$ cat src/rtl/clkgate_pkg.sv
package clkgate_pkg;

  // Per-output sequencer states
  typedef enum logic [1:0] {
    CH_OFF   = 2'd0,  // gate closed, waiting for a request
    CH_WARM  = 2'd1,  // request seen, counting down before opening
    CH_RUN   = 2'd2,  // gate open, request still present
    CH_DRAIN = 2'd3   // request gone, emitting the trailing cycles
  } ch_state_e;

  // Gate is open in the running and draining states
  function automatic logic gate_open(input ch_state_e s);
    return (s == CH_RUN) || (s == CH_DRAIN);
  endfunction

endpackage

$ cat src/rtl/cg_sync.sv
module cg_sync #(
  parameter int WIDTH  = 1,
  parameter int STAGES = 2
) (
  input  logic             clk,
  input  logic             rst_n,
  input  logic [WIDTH-1:0] d,
  output logic [WIDTH-1:0] q
);

  // Falling-edge flop chain; asynchronous clear, synchronous release
  logic [STAGES-1:0][WIDTH-1:0] stg;

  always_ff @(negedge clk or negedge rst_n) begin
    if (!rst_n) begin
      stg <= '0;
    end else begin
      stg[0] <= d;
      for (int s = 1; s < STAGES; s++) begin
        stg[s] <= stg[s-1];
      end
    end
  end

  assign q = stg[STAGES-1];

endmodule

$ cat src/rtl/cg_channel.sv
module cg_channel
  import clkgate_pkg::*;
#(
  parameter int START_WAIT  = 2,  // falling edges in WARM before opening (>= 1)
  parameter int STOP_CYCLES = 3   // falling edges in DRAIN before closing (>= 3)
) (
  input  logic clk,
  input  logic rst_n,
  input  logic req_s,      // synchronized enable request
  output logic gate_en,
  output logic clk_gated
);

  localparam int CNT_MAX = (START_WAIT > STOP_CYCLES) ? START_WAIT : STOP_CYCLES;
  localparam int CW      = (CNT_MAX < 2) ? 1 : $clog2(CNT_MAX + 1);

  ch_state_e       state_q, state_d;
  logic [CW-1:0]   cnt_q, cnt_d;

  always_comb begin
    state_d = state_q;
    cnt_d   = cnt_q;
    unique case (state_q)
      CH_OFF: begin
        if (req_s) begin
          state_d = CH_WARM;
          cnt_d   = CW'(START_WAIT - 1);
        end
      end
      CH_WARM: begin
        if (!req_s) begin
          state_d = CH_OFF;
        end else if (cnt_q == '0) begin
          state_d = CH_RUN;
        end else begin
          cnt_d = cnt_q - 1'b1;
        end
      end
      CH_RUN: begin
        if (!req_s) begin
          state_d = CH_DRAIN;
          cnt_d   = CW'(STOP_CYCLES - 1);
        end
      end
      CH_DRAIN: begin
        if (req_s) begin
          state_d = CH_RUN;
        end else if (cnt_q == '0) begin
          state_d = CH_OFF;
        end else begin
          cnt_d = cnt_q - 1'b1;
        end
      end
      default: state_d = CH_OFF;
    endcase
  end

  // State moves only on the falling edge, so the gate changes while clk is low
  always_ff @(negedge clk or negedge rst_n) begin
    if (!rst_n) begin
      state_q <= CH_OFF;
      cnt_q   <= '0;
    end else begin
      state_q <= state_d;
      cnt_q   <= cnt_d;
    end
  end

  assign gate_en   = gate_open(state_q);
  assign clk_gated = clk & gate_en;

  // ---------------- assertions ----------------
  // Length of the current run of low request samples, saturating
  logic [3:0] low_run;
  always_ff @(negedge clk or negedge rst_n) begin
    if (!rst_n)           low_run <= '0;
    else if (req_s)       low_run <= '0;
    else if (low_run != 4'hF) low_run <= low_run + 1'b1;
  end

  // the gate opens only right after a synchronized request was present
  a_r1_open_needs_req: assert property (@(negedge clk) disable iff (!rst_n)
    $rose(gate_en) |-> $past(req_s));

  // once opened, the gate stays open for at least four cycles
  a_r8_min_burst: assert property (@(negedge clk) disable iff (!rst_n)
    $fell(gate_en) |-> ($past(gate_en, 2) && $past(gate_en, 3) && $past(gate_en, 4)));

  // a long enough run of low requests leaves the gate closed
  a_r5_closed_after_drain: assert property (@(negedge clk) disable iff (!rst_n)
    (int'(low_run) >= STOP_CYCLES + 1) |-> !gate_en);

endmodule

$ cat src/rtl/clk_enable_ctrl.sv
module clk_enable_ctrl #(
  parameter int NOUT        = 12,
  parameter int SYNC_STAGES = 2,
  parameter int START_WAIT  = 2,
  parameter int STOP_CYCLES = 3
) (
  input  logic            clk_ref,
  input  logic            pwr_good,
  input  logic [NOUT-1:0] oe_n,
  input  logic [NOUT-1:0] sw_en,
  output logic [NOUT-1:0] clk_out,
  output logic            clk_fb
);

  // Power good: asynchronous assertion of the clear, falling-edge release
  logic pg_ok;
  cg_sync #(.WIDTH(1), .STAGES(SYNC_STAGES)) u_pg_sync (
    .clk   (clk_ref),
    .rst_n (pwr_good),
    .d     (1'b1),
    .q     (pg_ok)
  );

  // Both enables combined before synchronization: one crossing per output
  logic [NOUT-1:0] req_raw, req_s;
  assign req_raw = sw_en & ~oe_n;

  cg_sync #(.WIDTH(NOUT), .STAGES(SYNC_STAGES)) u_req_sync (
    .clk   (clk_ref),
    .rst_n (pg_ok),
    .d     (req_raw),
    .q     (req_s)
  );

  logic [NOUT-1:0] gate_vec;

  for (genvar g = 0; g < NOUT; g++) begin : g_ch
    cg_channel #(
      .START_WAIT  (START_WAIT),
      .STOP_CYCLES (STOP_CYCLES)
    ) u_ch (
      .clk       (clk_ref),
      .rst_n     (pg_ok),
      .req_s     (req_s[g]),
      .gate_en   (gate_vec[g]),
      .clk_gated (clk_out[g])
    );
  end

  // Feedback gate: opens on the first falling edge after power is good
  logic fb_en;
  always_ff @(negedge clk_ref or negedge pg_ok) begin
    if (!pg_ok) fb_en <= 1'b0;
    else        fb_en <= 1'b1;
  end

  assign clk_fb = clk_ref & fb_en;

  // while power is not good, no gate is open (antecedent is the clear itself)
  a_r6_powerdown_quiet: assert property (@(posedge clk_ref)
    !pwr_good |-> (!fb_en && (gate_vec == '0)));

endmodule

$ cat config.mk
export PLATFORM = sky130hd
export DESIGN_NAME = clk_enable_ctrl
export DESIGN_NICKNAME = d
export VERILOG_FILES = /design/src/rtl/clkgate_pkg.sv /design/src/rtl/cg_sync.sv /design/src/rtl/cg_channel.sv /design/src/rtl/clk_enable_ctrl.sv
export SDC_FILE = /design/constraint.sdc
export NUM_CORES = 1
export LEC_CHECK = 0
export BUFFER_PORTS_ARGS = -buffer_cell sky130_fd_sc_hd__buf_4
export CAP_MARGIN = 15
export CORE_ASPECT_RATIO = 0.8
export CORE_MARGIN = 10
export CORE_UTILIZATION = 55
export CTS_CLUSTER_SIZE = 30
export DETAILED_ROUTE_END_ITERATION = 8
export MAX_ROUTING_LAYER = met4
export PLACE_DENSITY_LB_ADDON = 0.25
export SLEW_MARGIN = 20
export SYNTH_ARGS = -nofsm -noshare
export SYNTH_HDL_FRONTEND = slang
export SYNTH_SLANG_ARGS = --single-unit
$ cat constraint.sdc
create_clock -name clk_ref -period 3.8 [get_ports clk_ref]
set_input_delay 0.19 -clock clk_ref [delete_from_list [all_inputs] [get_ports clk_ref]]
set_output_delay 0.19 -clock clk_ref [all_outputs]
set_load 0.02 [all_outputs]
**After elaboration in Yosys (flattened, before gate mapping)**

Index checks and enable logic that the tools add are counted.

- Bits in registers: 75
- Bits of input ports: 26
- Output and inout bits: 13
- Word-level logic and storage cells: 368

- $add $sub $neg: 12
- Eq/ne operators: 108
- Multiplexer cells: 144
- Bitwise operators: 15
- Reductions and logical operators: 60

Operator list:

| cell | number |
|---|---|
| $mux 2 | 120 |
| $pmux 2 s4 | 24 |
| $ne 2x2->1 const B | 48 |
| $reduce_and 4->1 | 24 |
| $ne 3x2->1 const B | 24 |
| $eq 2x2->1 const B | 24 |
| $logic_not 2->1 | 24 |
| $eq 2x1->1 const B | 12 |
| $sub 2x1->2 const B | 12 |
| $and 1x1->1 | 13 |
| $and 12x12->12 | 1 |
| $logic_or 1x1->1 | 12 |
| $not 12->12 | 1 |

**Longest topological paths before layout**

Gate-level depths: netlist of run 1.

- Word-level depth: 4
- Gate-level depth with buffers: 5

**Hierarchy**

Synthesis of run 1 repeated with hierarchy kept, for this count alone.

- Cell total of the unflattened synthesis: 365
- Area, all modules: 3778.6 um^2

By module, submodules not included:

| module | instances | cells an instance | area each (um^2) | sequential area each (um^2) |
|---|---|---|---|---|
| cg_channel | 12 | 26 | 236.5 | 100.1 |
| cg_sync at u_req_sync | 1 | 36 | 690.7 | 600.6 |
| clk_enable_ctrl | 1 | 15 | 200.2 | 25.0 |
| cg_sync at u_pg_sync | 1 | 2 | 50.0 | 50.0 |

==> impl_metrics.toml, run 1 <==
[floorplan]
die-area_sq_um = 10700
rows = 27
initial_core_util_pct = 55.9
io_pins = 39
die_w_um = 113
die_h_um = 94.3
design.core.area_sq_um = 6790

[final_layout]
diodes = 0
drive_gt1_share_pct = 19.9
fillers = 526
area_delta_synth_final_pct = 18.1
finalNetCount = 444
multi_input_comb_area_sq_um = 1640
regArea_sq_um = 1880

[placement]
pre_cts_ws_ns = 0.873
gp_congestion = 0.799
dp_hpwl_mm = 4.43
io_buffers = 38

[clocking]
clkSlewWorstSetupHoldPaths_ns = 0.05
hold_buffers = 0
clk_latency_ns = 0.45
cts_tree = "built"
cts_resized = 0
post_cts_buffers = 0

[setup_path]
start_kind = "register"
crit_fanout = 9
r2r_start = "g_ch[6].u_ch.cnt_q[0]"
crit_arrival_ns = 3.21
crit_type = "register to primary output"
critPathCaptureType = "primary output"
critical_path_required_ns = 3.61

[global_route]
grt-ovfl-total = 0
gr-usage-all-layers_pct = 13.7
grt_max_degree = 62
antenna_found_initial = 0
grt_pass1_vias = 2856
grt_use_met2_pct = 20.1
grt_pass1_wl_mm = 11.4
top_usage_layer = "met2"
met1_usage_pct = 13.3
use_met3_pct = 8.11

[run_status]
status = "completed"

[yosys]
yosysWarningCount = 0
synth_enable_flop_cells = 0
synth_ff_type = "dfrtn_1"
synth-seq-cells = 75
synth_cell_types = 44
synth_seq_area_share_pct = 49.4
synthArstFlopShare_pct = 100
syn_inst = 365
synth_area_sq_um = 3800
avgSynthCellArea_sq_um = 10.4

[sta]
drv_slew = 0
maxSlewHeadroom_pct = 49.2
finalSetupViolCount = 0
rsz0062_at_grt = "no"
clock_skew_ns = 0.00608
tns_ns = 0
timing.final.ws_setup_ns = 0.399
hold_violations = 0
tightest_slew_ns = 0.762

[pwr]
p_leak_nw = 2.13
max-vdd-ir-drop_v = 0.000391
power_density_nw_per_um2 = 855

[drt]
drc = 0
num_vias = 2670
drt_wl_total_mm = 6.80
drt_iter0_drc = 143
detail_route.first_pass.iterations = 5
wl_per_cell_um = 13.6
viasPerCell = 5.34
detail-route-antenna-nets = 0

[job]
cap_violations = 0

[worst_hold_path]
hp-class = "register to async pin"
[power by group]
group          internal [mW]  leakage (nW)  total (mW)  switching (mW)
logic                  0.574         0.890        1.12           0.541
registers               1.08         0.933        1.37           0.285
clock network          0.830         0.308        1.35           0.523
[cells in the final DEF, fill, tap and decap left out, drive strengths merged, types with 7 or more instances in the layout]
| master | n |
|---|---|
| o21ai | 24 |
| nand2 | 19 |
| mux2 | 9 |
| a22oi | 7 |
| inv | 42 |
| a21o | 10 |
| and2 | 19 |
| clkbuf | 23 |
| ha | 12 |
| nor2b | 40 |
| a21oi | 15 |
| xnor2 | 8 |
| dfrtn | 75 |
| buf | 39 |
| nor2 | 10 |
| o32ai | 12 |
[cells in the mapped netlist (all sizes together), types with 2 or more instances]
master | count | area, sq um
a32oi | 2 | 17.5
mux2 | 9 | 101
o32ai | 12 | 105
a2bb2oi | 6 | 65.1
a22o | 3 | 26.3
o21ai | 24 | 124
a22oi | 7 | 52.6
xnor2 | 8 | 70.1
o21a | 4 | 30.0
and4bb | 3 | 37.5
or2 | 2 | 12.5
nand3b | 3 | 22.5
and2 | 19 | 119
nor2 | 10 | 37.5
nand4b | 2 | 17.5
nor4b | 3 | 26.3
a31oi | 6 | 37.5
a21oi | 15 | 75.1
o32a | 2 | 20.0
ha | 12 | 150
nand2 | 19 | 71.3
inv | 42 | 158
a21o | 10 | 75.1
dfrtn | 75 | 1880
nor2b | 40 | 260
buf | 17 | 124
[cells by family (layout without fill, tap and decap cells)]
family | after synthesis | count (layout) | share of synthesized area [%]
muxes | 9 | 9 | 2.67
other | 1 | 2 | 0.0987
and+or+nand+nor | 102 | 102 | 16.1
AOI/OAI and AO/OA | 98 | 98 | 18.4
DFF | 75 | 75 | 49.4
adders and majority gates | 12 | 12 | 3.95
xor gates and xnor gates | 8 | 8 | 1.84
buffers and inverters | 60 | 107 | 7.51
[worst paths after layout]
path / to / slack [ns] / depth (start not counted)
worst max-delay path: clk_out[7] / 0.40 / 2
worst min-delay path: g_ch[1].u_ch.cnt_q[0] / 0.15 / 0
worst max register to register: g_ch[6].u_ch.cnt_q[1] / 2.36 / 5
max in group asynchronous: u_pg_sync.stg[0] / 2.39 / 1
worst min register to register: g_ch[1].u_ch.cnt_q[0] / 0.15 / 0
min in group clk_ref: u_req_sync.q[3] / 0.29 / 0
[area by class of cell]
cell class / instances / area share [%]
multi-input combinational: 231 / 36.6
inverter: 42 / 3.51
clock buffer: 36 / 9.79
sequential: 75 / 41.8
clock inverter: 3 / 1.51
timing repair buffer: 26 / 4.35
tap: 87 / 2.43
[metal layers]
| metal | routed length [um] | up-vias |
|---|---|---|
| met5 | 0 | - |
| met4 | 88 | 0 |
| met3 | 454 | 10 |
| met2 | 3300 | 64 |
| met1 | 2950 | 1264 |
| li1 | - | 1332 |
[per-stage QoR]
stage | power [mW] | hold WS, ns | instance area [sq um] | instances | util, %
finish | 3.83 | 0.153 | 4490 | 500 | 66.1
global route | 4.14 | 0.188 | 4490 | 500 | 66.1
CTS | 3.89 | 0.169 | 4490 | 500 | 66.1
detailed placement | 2.70 | 0.176 | 4080 | 474 | 60.0
global placement | 2.63 | 0.171 | 4080 | 474 | 60.0
floorplan | 2.47 | 0.292 | 3800 | 366 | -
[critical path, stage by stage (launching register included)]
cell     delay, ns
dfrtn_1       0.56
and2_1        0.17
buf_4         0.13
No activity file was read; power rests on OpenSTA's default activity.
==> inputs of run 2 (changes only) <==
--- a/config.mk
+++ b/config.mk
@@ -10,6 +10,7 @@
 export CORE_ASPECT_RATIO = 0.8
 export CORE_MARGIN = 10
 export CORE_UTILIZATION = 55
+export CTS_BUF_LIST = sky130_fd_sc_hd__clkbuf_4
 export CTS_CLUSTER_SIZE = 30
 export DETAILED_ROUTE_END_ITERATION = 8
 export MAX_ROUTING_LAYER = met4
==> impl_metrics.toml, run 2 (synthesis results as in run 1) <==
[setup_path]
crit_family = "flip-flops"
start_kind = "register"
r2r_slack_ns = 2.35
crit_fanout = 9
critPathMaxStageDelay_ns = 0.57
slowest_stage = "dfrtn_1"
worst-path-buf-inv = 1
r2r_start = "g_ch[6].u_ch.cnt_q[0]"
worstReg2RegEnd = "g_ch[6].u_ch.cnt_q[1]"
crit_chain = "and2_1 > buf_4"
rr_worst_depth = 5
critical_path_required_ns = 3.61
crit_arrival_ns = 3.26
critPathCaptureType = "primary output"
crit_type = "register to primary output"

[final_layout]
area_delta_synth_final_pct = 13.7
fin_util_pct = 63.6
layout_commonest_cell = "dfrtn_1"
finalNetCount = 445
fillers = 557
final_cell_mix = "dfrtn_1 (75), inv_1 (42), buf_4 (39)"
drive_gt1_share_pct = 19.7
diodes = 0

[drt]
drt_wl_total_mm = 6.59
num_vias = 2663
drc = 0
detail-route-antenna-nets = 0
drt_iter0_drc = 143
wl_per_cell_um = 13.1
detail_route.first_pass.iterations = 4
viasPerCell = 5.29

[clocking]
cts_tree = "built"
clk_latency_ns = 0.49
hold_buffers = 0
post_cts_buffers = 0
cts_resized = 0
clkSlewWorstSetupHoldPaths_ns = 0.08

[pwr]
power_density_nw_per_um2 = 802
p_leak_nw = 2.06
max-vdd-ir-drop_v = 0.000393

[sta]
clock_skew_ns = 0.0108
rsz0062_at_grt = "no"
finalSetupViolCount = 0
tightest_slew_ns = 0.764
drv_slew = 0
tns_ns = 0
hold_violations = 0
maxSlewHeadroom_pct = 49.1

[floorplan]
die_w_um = 113
io_pins = 39
design.core.area_sq_um = 6790
die-area_sq_um = 10700
initial_core_util_pct = 55.9
die_h_um = 94.3
rows = 27

[placement]
dp_hpwl_mm = 4.43
gp_congestion = 0.799
io_buffers = 38

[job]
cap_violations = 0

[global_route]
grt_max_degree = 62
grt-ovfl-total = 0
antenna_found_initial = 0
gr-usage-all-layers_pct = 13.3
grt_pass1_wl_mm = 11.3
grt_pass1_vias = 2854

[run_status]
status = "completed"

[worst_hold_path]
hp-class = "register to async pin"
-- run 2: cell count changes in the layout (fill, tap and decap cells not counted) --
cell and change:
clkbuf_1 -2, clkbuf_16 -4, clkbuf_4 +21, clkbuf_8 -17, clkinv_1 +5
-- run 2: worst register-to-register path: stages, from the launching register on --
cell and delay [ns]:
dfrtn_1 0.48, inv_1 0.08, ha_1 0.27, a22o_1 0.25
a32oi_1 0.13, o21ai_1 0.08
-- run 2: per-layer routing --
layer	routed length, um	global-route usage, %	vias up
li1	-	-	1340
met1	2940	13.2	1245
met2	3140	19.6	62
met3	353	7.10	16
met4	155	10.1	0
met5	0	-	-
-- run 2: worst max-delay path by stage --
stage / slack [ns] / cells after the start / to
finish: 0.35 / 2 / clk_out[7]
global route: 0.26 / 2 / clk_out[6]
detailed placement: 0.87 / 2 / clk_out[7]
floorplan: 0.93 / 3 / clk_out[7]
global placement: 0.91 / 2 / clk_out[7]
CTS: 0.32 / 2 / clk_out[7]
-- run 2: report_power, final --
| group | leakage, nW | switching (mW) | internal (mW) | total, mW |
|---|---|---|---|---|
| Sequential | 0.933 | 0.285 | 1.08 | 1.36 |
| Clock | 0.238 | 0.484 | 0.509 | 0.993 |
| Combinational | 0.890 | 0.533 | 0.574 | 1.11 |
| Total | 2.06 | 1.30 | 2.16 | 3.47 |
-- run 2: layout make-up --
class / instances / area [sq um] / area share (%)
Clock inverter: 8 / 86.3 / 2.00
Timing Repair Buffer: 26 / 195 / 4.52
Sequential cell: 75 / 1880 / 43.4
Tap cell: 87 / 109 / 2.52
Inverter: 42 / 158 / 3.65
Multi-Input combinational cell: 231 / 1640 / 38.0
Clock buffer: 34 / 255 / 5.91
-- run 2: per-stage QoR --
step | area, sq um | instances | hold WS (ns) | worst slack, ns | total power, mW
after floorplan | 3800 | 366 | 0.292 | 0.928 | 2.47
after global placement | 4080 | 474 | 0.171 | 0.905 | 2.63
after detailed placement | 4080 | 474 | 0.176 | 0.873 | 2.70
after CTS | 4320 | 503 | 0.165 | 0.322 | 3.53
after global routing | 4320 | 503 | 0.187 | 0.261 | 3.78
final | 4320 | 503 | 0.145 | 0.348 | 3.47
==> inputs of run 3 (changes only) <==
==> constraint.sdc (replaced) <==
create_clock -name clk_ref -period 4.4 [get_ports clk_ref]
set_input_delay 0.22 -clock clk_ref [delete_from_list [all_inputs] [get_ports clk_ref]]
set_output_delay 0.22 -clock clk_ref [all_outputs]
set_load 0.02 [all_outputs]
==> impl_metrics.toml, run 3 (synthesis results as in run 1) <==
[clocking]
clkSlewWorstSetupHoldPaths_ns = 0.08
cts_resized = 0
hold_buffers = 0
cts_tree = "built"
clk_latency_ns = 0.51
post_cts_buffers = 0

[floorplan]
initial_core_util_pct = 55.9
die_h_um = 94.3
rows = 27
io_pins = 39
die_w_um = 113
design.core.area_sq_um = 6790
die-area_sq_um = 10700

[sta]
clock_skew_ns = 0.00973
finalSetupViolCount = 0
tns_ns = 0
rsz0062_at_grt = "no"
drv_slew = 0
hold_violations = 0

[setup_path]
crit_arrival_ns = 3.57
r2r_slack_ns = 2.86
critical_path_required_ns = 4.18
critPathCaptureType = "primary output"
start_kind = "register"
rr_worst_depth = 5
crit_type = "register to primary output"
r2r_start = "g_ch[11].u_ch.cnt_q[0]"
crit_fanout = 9
worstReg2RegEnd = "g_ch[11].u_ch.cnt_q[1]"

[final_layout]
finalNetCount = 446
diodes = 0
fillers = 544
drive_gt1_share_pct = 20.2
area_delta_synth_final_pct = 14.0
final_cell_area_sq_um = 4330
multi_input_comb_area_sq_um = 1640
layout_commonest_cell = "dfrtn_1"
final_cell_mix = "dfrtn_1 (75), inv_1 (42), buf_4 (38)"
fin_util_pct = 63.8
fin_cells = 503
regArea_sq_um = 1880

[drt]
viasPerCell = 5.32
detail-route-antenna-nets = 0
wl_per_cell_um = 13.1
drt_iter0_drc = 90
drt_wl_total_mm = 6.60
drc = 0
num_vias = 2675
detail_route.first_pass.iterations = 4

[global_route]
grt_max_degree = 51
grt_pass1_vias = 2803
grt_pass1_wl_mm = 11.7
antenna_found_initial = 0
gr-usage-all-layers_pct = 14.0
grt-ovfl-total = 0

[pwr]
power_density_nw_per_um2 = 681
max-vdd-ir-drop_v = 0.000264
p_leak_nw = 2.07

[placement]
dp.cells = 474
placed_area_sq_um = 4090
io_buffers = 38
dp_hpwl_mm = 4.61
gp_congestion = 0.813

[worst_hold_path]
hp-class = "register to async pin"

[job]
cap_violations = 0

[run_status]
status = "completed"
[run 3: through the flow]
| step | power, mW | hold WS [ns] | worst slack (ns) |
|---|---|---|---|
| 2_1_floorplan | 2.13 | 0.292 | 1.20 |
| 3_3_place_gp | 2.27 | 0.292 | 1.17 |
| 3_5_place_dp | 2.34 | 0.296 | 1.15 |
| 4_1_cts | 3.00 | 0.298 | 0.580 |
| 5_1_grt | 3.23 | 0.177 | 0.489 |
| 6_report | 2.95 | 0.140 | 0.614 |
[run 3: layout make-up]
cell class                      count  area share (%)
Inverter                           42            3.64
Sequential cell                    75            43.4
Tap cell                           87            2.51
Clock inverter                      7            1.56
Clock buffer                       34            5.90
Timing Repair Buffer               27            5.14
Multi-Input combinational cell    231            37.9
[run 3: how the worst max path moves through the flow]
| stage | endpoint | depth (start not counted) | slack (ns) |
|---|---|---|---|
| floorplan | clk_out[7] | 3 | 1.20 |
| global placement | clk_out[7] | 2 | 1.17 |
| detailed placement | clk_out[7] | 2 | 1.15 |
| CTS | clk_out[7] | 2 | 0.58 |
| global route | clk_out[7] | 2 | 0.49 |
| finish | clk_out[7] | 2 | 0.61 |
[run 3: where the power goes]
group | internal, mW | switching [mW] | total (mW)
registers | 0.933 | 0.245 | 1.18
clock network | 0.388 | 0.421 | 0.809
logic | 0.498 | 0.466 | 0.963
[run 3: critical path, cell delays in order, from the launching register on]
cell	delay, ns
dfrtn_1	0.56
and2_1	0.17
buf_4	0.13
[run 3: layer usage]
layer	track usage [%]	part of all wire, %	wire [um]	vias up
met4	9.81	1.6	108	0
met3	9.00	8.1	537	11
met5	-	0	0	-
met2	19.4	46	3060	73
li1	-	-	-	1345
met1	14.2	44	2900	1246
